--- src/rtl/mtw_pkg.sv ---
package mtw_pkg;

  // Word-index layout: compare registers occupy 0..NUM_CH-1, and the
  // remaining registers follow immediately after them.
  localparam int unsigned OFS_CNT  = 0;
  localparam int unsigned OFS_STAT = 1;
  localparam int unsigned OFS_WEN  = 2;
  localparam int unsigned OFS_IEN  = 3;
  localparam int unsigned NUM_MISC = 4;

endpackage

--- src/rtl/mtw_counter.sv ---
module mtw_counter #(
  parameter int unsigned DATA_W = 32
) (
  input  logic              clk,
  input  logic              rst,
  input  logic              load_i,
  input  logic [DATA_W-1:0] load_val_i,
  output logic [DATA_W-1:0] cnt_o
);

  localparam logic [DATA_W-1:0] ONE = {{(DATA_W-1){1'b0}}, 1'b1};

  logic [DATA_W-1:0] cnt_q;

  always_ff @(posedge clk) begin
    if (rst)         cnt_q <= '0;
    else if (load_i) cnt_q <= load_val_i;
    else             cnt_q <= cnt_q + ONE;
  end

  assign cnt_o = cnt_q;

  // free-running increment with natural wrap
  a_r2_count_step: assert property (@(posedge clk) disable iff (rst)
    !load_i |=> (cnt_q == $past(cnt_q) + ONE));

  // a load replaces the increment
  a_r3_load_value: assert property (@(posedge clk) disable iff (rst)
    load_i |=> (cnt_q == $past(load_val_i)));

endmodule

--- src/rtl/mtw_channel.sv ---
module mtw_channel #(
  parameter int unsigned DATA_W = 32
) (
  input  logic              clk,
  input  logic              rst,
  input  logic [DATA_W-1:0] cnt_i,
  input  logic              cmp_we_i,
  input  logic [DATA_W-1:0] cmp_val_i,
  input  logic              clr_i,
  input  logic              ien_we_i,
  input  logic              ien_val_i,
  output logic [DATA_W-1:0] cmp_o,
  output logic              hit_o,
  output logic              stat_o,
  output logic              ien_o,
  output logic              irq_o
);

  logic [DATA_W-1:0] cmp_q;
  logic              stat_q;
  logic              ien_q;
  logic              irq_q;
  logic              stat_d;
  logic              ien_d;

  assign hit_o  = (cnt_i == cmp_q);
  // A hit wins over a clear in the same cycle.
  assign stat_d = hit_o | (stat_q & ~clr_i);
  assign ien_d  = ien_we_i ? ien_val_i : ien_q;

  always_ff @(posedge clk) begin
    if (rst) begin
      cmp_q  <= '0;
      stat_q <= 1'b0;
      ien_q  <= 1'b0;
      irq_q  <= 1'b0;
    end else begin
      if (cmp_we_i) cmp_q <= cmp_val_i;
      stat_q <= stat_d;
      ien_q  <= ien_d;
      irq_q  <= stat_d & ien_d;
    end
  end

  assign cmp_o  = cmp_q;
  assign stat_o = stat_q;
  assign ien_o  = ien_q;
  assign irq_o  = irq_q;

  // an exact match sets the flag at the end of the cycle
  a_r4_hit_sets_flag: assert property (@(posedge clk) disable iff (rst)
    hit_o |=> stat_q);

  // a clear without a competing hit drops the flag
  a_r5_clear_drops: assert property (@(posedge clk) disable iff (rst)
    (clr_i && !hit_o) |=> !stat_q);

  // without a clear the flag is sticky
  a_r5_flag_sticky: assert property (@(posedge clk) disable iff (rst)
    (!clr_i && stat_q) |=> stat_q);

  // the interrupt needs both the flag and the enable
  a_r6_irq_gated: assert property (@(posedge clk) disable iff (rst)
    irq_o |-> (stat_q && ien_q));

  // the interrupt is a level while both are set
  a_r6_irq_level: assert property (@(posedge clk) disable iff (rst)
    (stat_q && ien_q) |-> irq_o);

endmodule

--- src/rtl/mtw_watchdog.sv ---
module mtw_watchdog (
  input  logic clk,
  input  logic rst,
  input  logic arm_i,
  input  logic hit_i,
  output logic armed_o,
  output logic pulse_o
);

  logic armed_q;
  logic pulse_q;

  always_ff @(posedge clk) begin
    if (rst) begin
      armed_q <= 1'b0;
      pulse_q <= 1'b0;
    end else begin
      armed_q <= armed_q | arm_i;
      pulse_q <= armed_q & hit_i;
    end
  end

  assign armed_o = armed_q;
  assign pulse_o = pulse_q;

  // software cannot disarm
  a_r7_arm_sticky: assert property (@(posedge clk) disable iff (rst)
    armed_q |=> armed_q);

  // an armed hit fires the reset request
  a_r8_fire_on_hit: assert property (@(posedge clk) disable iff (rst)
    (armed_q && hit_i) |=> pulse_q);

  // the request only follows an armed hit
  a_r8_pulse_cause: assert property (@(posedge clk) disable iff (rst)
    pulse_q |-> $past(armed_q && hit_i));

endmodule

--- src/rtl/match_timer_wdog.sv ---
module match_timer_wdog #(
  parameter int unsigned DATA_W  = 32,
  parameter int unsigned WADDR_W = 4,
  parameter int unsigned NUM_CH  = 4,
  parameter int unsigned WDOG_CH = 3
) (
  input  logic               clk,
  input  logic               rst,
  input  logic               bus_sel,
  input  logic               bus_wr,
  input  logic [WADDR_W-1:0] bus_waddr,
  input  logic [DATA_W-1:0]  bus_wdata,
  output logic [DATA_W-1:0]  bus_rdata,
  output logic [NUM_CH-1:0]  irq_o,
  output logic               wdog_rst_o
);

  import mtw_pkg::*;

  localparam logic [WADDR_W-1:0] IDX_CNT  = WADDR_W'(NUM_CH + OFS_CNT);
  localparam logic [WADDR_W-1:0] IDX_STAT = WADDR_W'(NUM_CH + OFS_STAT);
  localparam logic [WADDR_W-1:0] IDX_WEN  = WADDR_W'(NUM_CH + OFS_WEN);
  localparam logic [WADDR_W-1:0] IDX_IEN  = WADDR_W'(NUM_CH + OFS_IEN);
  localparam logic [WADDR_W-1:0] IDX_LAST = WADDR_W'(NUM_CH + NUM_MISC - 1);

  logic              wr_en;
  logic              rd_en;
  logic [DATA_W-1:0] cnt;
  logic              cnt_load;
  logic              stat_wr;
  logic              ien_wr;
  logic [NUM_CH-1:0] hit_v;
  logic [NUM_CH-1:0] stat_v;
  logic [NUM_CH-1:0] ien_v;
  logic [NUM_CH-1:0] irq_v;
  logic [DATA_W-1:0] cmp_v [NUM_CH];
  logic              wdog_armed;
  logic              wdog_pulse;
  logic [DATA_W-1:0] rd_mux;
  logic [DATA_W-1:0] rdata_q;

  assign wr_en    = bus_sel & bus_wr;
  assign rd_en    = bus_sel & ~bus_wr;
  assign cnt_load = wr_en && (bus_waddr == IDX_CNT);
  assign stat_wr  = wr_en && (bus_waddr == IDX_STAT);
  assign ien_wr   = wr_en && (bus_waddr == IDX_IEN);

  mtw_counter #(.DATA_W(DATA_W)) u_counter (
    .clk        (clk),
    .rst        (rst),
    .load_i     (cnt_load),
    .load_val_i (bus_wdata),
    .cnt_o      (cnt)
  );

  for (genvar g = 0; g < NUM_CH; g++) begin : g_ch
    mtw_channel #(.DATA_W(DATA_W)) u_ch (
      .clk       (clk),
      .rst       (rst),
      .cnt_i     (cnt),
      .cmp_we_i  (wr_en && (bus_waddr == WADDR_W'(g))),
      .cmp_val_i (bus_wdata),
      .clr_i     (stat_wr & bus_wdata[g]),
      .ien_we_i  (ien_wr),
      .ien_val_i (bus_wdata[g]),
      .cmp_o     (cmp_v[g]),
      .hit_o     (hit_v[g]),
      .stat_o    (stat_v[g]),
      .ien_o     (ien_v[g]),
      .irq_o     (irq_v[g])
    );
  end

  mtw_watchdog u_wdog (
    .clk     (clk),
    .rst     (rst),
    .arm_i   (wr_en && (bus_waddr == IDX_WEN) && bus_wdata[0]),
    .hit_i   (hit_v[WDOG_CH]),
    .armed_o (wdog_armed),
    .pulse_o (wdog_pulse)
  );

  always_comb begin
    rd_mux = '0;
    for (int i = 0; i < NUM_CH; i++) begin
      if (bus_waddr == WADDR_W'(i)) rd_mux = cmp_v[i];
    end
    if (bus_waddr == IDX_CNT)  rd_mux = cnt;
    if (bus_waddr == IDX_STAT) rd_mux[NUM_CH-1:0] = stat_v;
    if (bus_waddr == IDX_WEN)  rd_mux[0] = wdog_armed;
    if (bus_waddr == IDX_IEN)  rd_mux[NUM_CH-1:0] = ien_v;
  end

  always_ff @(posedge clk) begin
    if (rst)        rdata_q <= '0;
    else if (rd_en) rdata_q <= rd_mux;
  end

  assign bus_rdata  = rdata_q;
  assign irq_o      = irq_v;
  assign wdog_rst_o = wdog_pulse;

  // unused indices read as zero
  a_r10_unused_reads_zero: assert property (@(posedge clk) disable iff (rst)
    (rd_en && (bus_waddr > IDX_LAST)) |=> (bus_rdata == '0));

  // a counter read returns the value seen in the request cycle
  a_r1_counter_read: assert property (@(posedge clk) disable iff (rst)
    (rd_en && (bus_waddr == IDX_CNT)) |=> (bus_rdata == $past(cnt)));

endmodule

--- config.mk ---
export PLATFORM = sky130hd
export DESIGN_NAME = match_timer_wdog
export DESIGN_NICKNAME = d
export VERILOG_FILES = /design/src/rtl/mtw_pkg.sv /design/src/rtl/mtw_counter.sv /design/src/rtl/mtw_channel.sv /design/src/rtl/mtw_watchdog.sv /design/src/rtl/match_timer_wdog.sv
export SDC_FILE = /design/constraint.sdc
export NUM_CORES = 1
export LEC_CHECK = 0
export ABC_AREA = 1
export ABC_CLOCK_PERIOD_IN_PS = 3210
export BUFFER_PORTS_ARGS = -buffer_cell sky130_fd_sc_hd__buf_2
export CELL_PAD_IN_SITES_DETAIL_PLACEMENT = 1
export CELL_PAD_IN_SITES_GLOBAL_PLACEMENT = 1
export CORE_ASPECT_RATIO = 0.7
export CORE_MARGIN = 2
export CORE_UTILIZATION = 46
export DETAILED_ROUTE_END_ITERATION = 16
export PLACE_DENSITY = 0.85
export SETUP_SLACK_MARGIN = 0.5
export SYNTH_ARGS = -nofsm -noshare
export SYNTH_HDL_FRONTEND = slang
export SYNTH_SLANG_ARGS = --single-unit
--- constraint.sdc ---
create_clock -name clk -period 3.21 [get_ports clk]
set_input_delay 0.321 -clock clk [delete_from_list [all_inputs] [get_ports clk]]
set_output_delay 0.321 -clock clk [all_outputs]
set_load 0.05 [all_outputs]
# Word level (Yosys, flattened, before mapping)

Index checks and enable logic that the tools add are counted.

Register bits: 206
Latch bits: 0
RAM bits: 0
Bits in read-only memories: 0
Bits of input ports: 40
Output and inout port bits: 37
Logic and storage cells: 80
Memories kept: 0

$add $sub $neg: 1
Multipliers: 0
Div/mod/pow operators: 0
Magnitude comparators: 0
Equal/unequal tests: 11
Shifts and indexed selects: 0
Muxes and demuxes: 13
Bitwise gates (word level): 25
Reductions and logical operators: 10

Operator list:

| cell                  | count |
|---|---|
| $mux 32               | 6 |
| $eq 32x32->1          | 4 |
| $add 32x1->32 const B | 1 |
| $eq 4x3->1 const B    | 4 |
| $and 1x1->1           | 15 |
| $logic_and 1x1->1     | 9 |
| $eq 4x2->1 const B    | 2 |
| $mux 4                | 2 |
| $mux 1                | 5 |
| $not 1->1             | 5 |
| $or 1x1->1            | 5 |
| $eq 4x1->1 const B    | 1 |
| $logic_not 4->1       | 1 |

# Logic depth before layout (Yosys ltp)

Word-level depth: 9
Gate-level depth with buffers: 12
Depth with buffers taken out: 12

# Modules after synthesis

Synthesis repeated with hierarchy kept, for this count alone.

Cells, all modules: 1,755
Area, all modules: 11,159.5 um^2

Modules (own cells, without submodules):

| module           | instances | cells an instance | area an instance (um^2) |
|---|---|---|---|
| mtw_channel      | 4         | 242               | 1,657.8 |
| match_timer_wdog | 1         | 410               | 2,293.4 |
| mtw_counter      | 1         | 369               | 2,172.1 |
| mtw_watchdog     | 1         | 8                 | 62.6 |

# Worst setup path after synthesis

No wires, ideal clock.

Path kind: register -> register
Start point: reg u_counter.cnt_q[0] (netlist: u_counter.cnt_o[0])
End point: reg u_counter.cnt_q[30] (netlist: u_counter.cnt_o[30])
Setup time: 0.109 ns
Arrival: 1.406 ns
Required time: 3.101 ns
Path slack: 1.695 ns
Stages on the path, launching flop included: 13
Clock period less this slack: 1.515 ns
Path through: dfxtp_1 > ha_1 > nand2_1 > nor2_2 > inv_2 > nor2_2 > inv_2 > nor2_1 > nand2_1 > nand2_1 > nand3_1 > nand2_1 > inv_1

Longest elaborated chain between the ends: 2

RTL lines:

| what                   | RTL line          | source |
|---|---|---|
| from (decl)            | mtw_counter.sv:13 | `logic [DATA_W-1:0] cnt_q;` |
| from (signal assigned) | mtw_counter.sv:17 | `else if (load_i) cnt_q <= load_val_i;` |
| from (signal assigned) | mtw_counter.sv:18 | `else cnt_q <= cnt_q + ONE;` |
| $add 32x1->32          | mtw_counter.sv:18 |  |
| $mux 32                | mtw_counter.sv:17 |  |

No other way between the ends.
A chain may end at the register's enable or synchronous reset.

# Final worst setup path

Same ends and word-level chain as after synthesis.

==> impl_metrics.tcl <==
set metrics [dict create \
    status "finished, final reports clean" \
    die_area_um2 24950 \
    antenna_found_initial 0 \
    internal_power_mw 4.328 \
    grt_pass1_vias 11536 \
    irDropWorstVdd_v 0.0003838 \
    dpl.hpwl_mm 27.34 \
    cts_tree "done" \
    switching_share_pct 26.81 \
    synthTopCellsByArea "dfxtp_1 (38%), nand2_1 (13%), a21oi_1 (7.9%), o21ai_0 (6.2%), nor2_1 (6.2%)" \
    grt_usage_pct 30.23 \
    period_share_pct 72.75 \
    num_io_pins 77 \
    synth-edff-count 0 \
    gp_congestion 0.9421 \
    core_region_area_um2 23460 \
    post-place-ws_ns 0.8349 \
    via_count 11572 \
    comb_power_share_pct 10.4 \
    seq_area_frac_synth_pct 37.85 \
    diodes 0 \
    worst_clock_skew_ns 0.02007 \
    maxCapViolCount 0 \
    seqPwrFrac_pct 45.1 \
    netlist_instances 1700 \
    cts_buffers 22 \
    synth_top_flop_cell "dfxtp_1" \
    cellPowerDensity_nw_per_um2 485.9 \
    cts_setup_buffers 0 \
    die_w_um 187.9 \
    multi_input_area_um2 5593 \
    area_delta_synth_final_pct 11.71 \
    critical_path_class "flip-flop to flip-flop" \
    p_sw_mw 1.586 \
    setup_viol 0 \
    cts_max_path_buffers 3 \
    fin_crit_ns 2.335 \
    worst_slack_ns 0.8748 \
    synth_top_area_cell "dfxtp_1" \
    die-height_um 132.8 \
    detail_route.wl_per_cell_um 18.53 \
    seq_area_um2 4124 \
    ys_async_sr_fraction_pct 0 \
    critPathRequiredTime_ns 3.63 \
    insertion_delay_ns 0.52 \
    postCtsHoldBufs 0 \
    synth.top_cell.area_share_pct 37.85 \
    rows 47 \
    cp-end-kind "flip-flop" \
    cts_resized 0 \
    fmax_mhz 428.2 \
    setup.worst_path.start_class "flip-flop" \
    synth_area_um2 10890 \
    final_layout_size_suffix_gt1_share_pct 9.417 \
    drt_iter0_drc 799 \
    clkPwrFrac_pct 44.6 \
    tns_ns 0 \
    portBuffers 76 \
    clock_sinks 206 \
    crit_fanout 10 \
    relSlewSlack_pct 47.20 \
    rsz0062_at_grt "no" \
    finalNetCount 1757 \
    fillers 3209 \
    hold_violations 0 \
    start_util_pct 46.43 \
    htree_num_levels 1 \
    synth_most_common_cell "nand2_1" \
    synth_warnings 0 \
    first_pass_iters 5 \
    max_slew.worst_pin.slew_ns 0.7920 \
    synth-seq-cells 206 \
    cts.clk_slew.worst_paths_ns 0.07 \
    drc 0 \
    p_leak_nw 4.659 \
    post_synth_num_cell_types 30 \
    finalMaxSlewViolations 0 \
    wirelength_mm 37.97 \
    hp-class "primary input to flip-flop" \
    synth.avg_cell_area_um2 6.408 \
    grt_pass1_wl_mm 61.17 \
    yosys-top-cells-count "nand2_1 (383), dfxtp_1 (206), nor2_1 (180)" \
    clockRootBuffer "clkbuf_16" \
    syn_nets 1741 \
    critical_path_arrival_ns 2.76 \
    vias_per_cell 5.648 \
    ant_nets 0 \
    gr-total-overflow 0 \
    grt_max_degree 81 \
]
## kinds of logic (layout without fill, tap and decap cells)
family | count (synthesis) | count (layout) | synth area share [%]
buffers and inverters | 301 | 332 | 10.99
AOI/OAI and AO/OA | 425 | 425 | 20.21
xor gates and xnor gates | 34 | 34 | 2.733
and+or+nand+nor | 733 | 733 | 28.09
DFF | 206 | 206 | 37.85
adders and majority gates | 1 | 1 | 0.1148
## layout by cell type, fill, tap and decap left out
cell / synthesis / routed
buf_4: 6 / 19
a21oi_1: 172 / 172
clkinv_2: 0 / 3
a211oi_1: 1 / 1
buf_2: 36 / 76
nand2_2: 1 / 2
o41ai_1: 1 / 1
nand4_1: 57 / 57
nor2_2: 6 / 6
a31oi_1: 3 / 3
xnor2_1: 26 / 26
xor2_1: 8 / 8
o21ai_1: 74 / 74
clkbuf_16: 0 / 23
bufinv_16: 0 / 2
clkbuf_1: 62 / 8
a21boi_1: 1 / 1
o22ai_1: 28 / 28
inv_4: 0 / 1
buf_12: 0 / 4
nand2_1: 383 / 382
nand3_1: 87 / 85
nor3_2: 2 / 2
o21ai_0: 136 / 136
clkbuf_8: 0 / 3
nand3_2: 0 / 2
ha_1: 1 / 1
inv_2: 17 / 17
nor3_1: 16 / 16
dfxtp_1: 206 / 206
clkinv_1: 2 / 1
nor2_1: 180 / 179
nor2_4: 1 / 2
a211oi_2: 1 / 1
o211ai_1: 8 / 8
inv_1: 175 / 175
## power groups by stage
stage / logic, mW / registers [mW] / clock network, mW
after floorplan: 0.322 / 2.77 / 0
after global placement: 0.584 / 2.72 / 0
after detailed placement: 0.599 / 2.72 / 0
after CTS: 0.605 / 2.67 / 2.66
after global routing: 0.670 / 2.67 / 2.77
final: 0.613 / 2.67 / 2.63
## routing by layer
metal	up-vias	track usage, %	routed length, um
met4	0	5.862	590
met5	-	0	0
met3	42	3.926	2037
li1	5578	-	-
met1	5647	43.97	18670
met2	305	48.19	16670
## path summary, 6_finish.rpt
check / start / to / slack [ns] / cells past startpoint
setup / recovery: u_counter.cnt_o[0] / u_counter.cnt_o[30] / 0.87 / 12
hold / removal: bus_wdata[5] / g_ch[2].u_ch.cmp_o[5] / 0.13 / 3
setup reg to reg: u_counter.cnt_o[0] / u_counter.cnt_o[30] / 0.87 / 12
hold reg to reg: bus_rdata[0] / bus_rdata[0] / 0.47 / 2
## cell type report
| cell class | instances | area share (%) |
|---|---|---|
| well taps | 318 | 3.269 |
| inverters | 194 | 6.004 |
| clock buffers | 34 | 5.315 |
| multi-input cells | 1193 | 45.95 |
| clock inverters | 5 | 0.6168 |
| flip-flops and latches | 206 | 33.89 |
| repair buffers | 99 | 4.955 |
## stage by stage
step                power, mW  util, %  hold WS [ns]  std cells  instance area, um^2
floorplan               3.092        -        0.4424       1700                10890
global placement        3.302    48.79        0.4575       2010                11450
detailed placement      3.321    48.79        0.4635       2010                11450
CTS                     5.932    51.87        0.1171       2049                12170
global route            6.112    51.87        0.1356       2049                12170
finish                  5.914    51.87        0.1298       2049                12170
## critical path, cell delays in order (launching register included)
cell and delay [ns]:
dfxtp_1 0.62, ha_1 0.35, nand2_1 0.12, nor2_2 0.29, inv_2 0.10, nor2_2 0.21
inv_2 0.05, nor2_1 0.18, nand2_1 0.08, nand2_1 0.06, nand3_1 0.07, nand2_1 0.06
inv_1 0.04
## flip-flops by register name, indices dropped and copies added, names as in the netlist
name and cells:
g_ch.u_ch.cmp_o 128, bus_rdata 32, u_counter.cnt_o 32, g_ch.u_ch.ien_o 4
g_ch.u_ch.irq_o 4, g_ch.u_ch.stat_o 4, u_wdog.armed_o 1, u_wdog.pulse_o 1
Note: power is estimated with default switching activity, not from simulation.
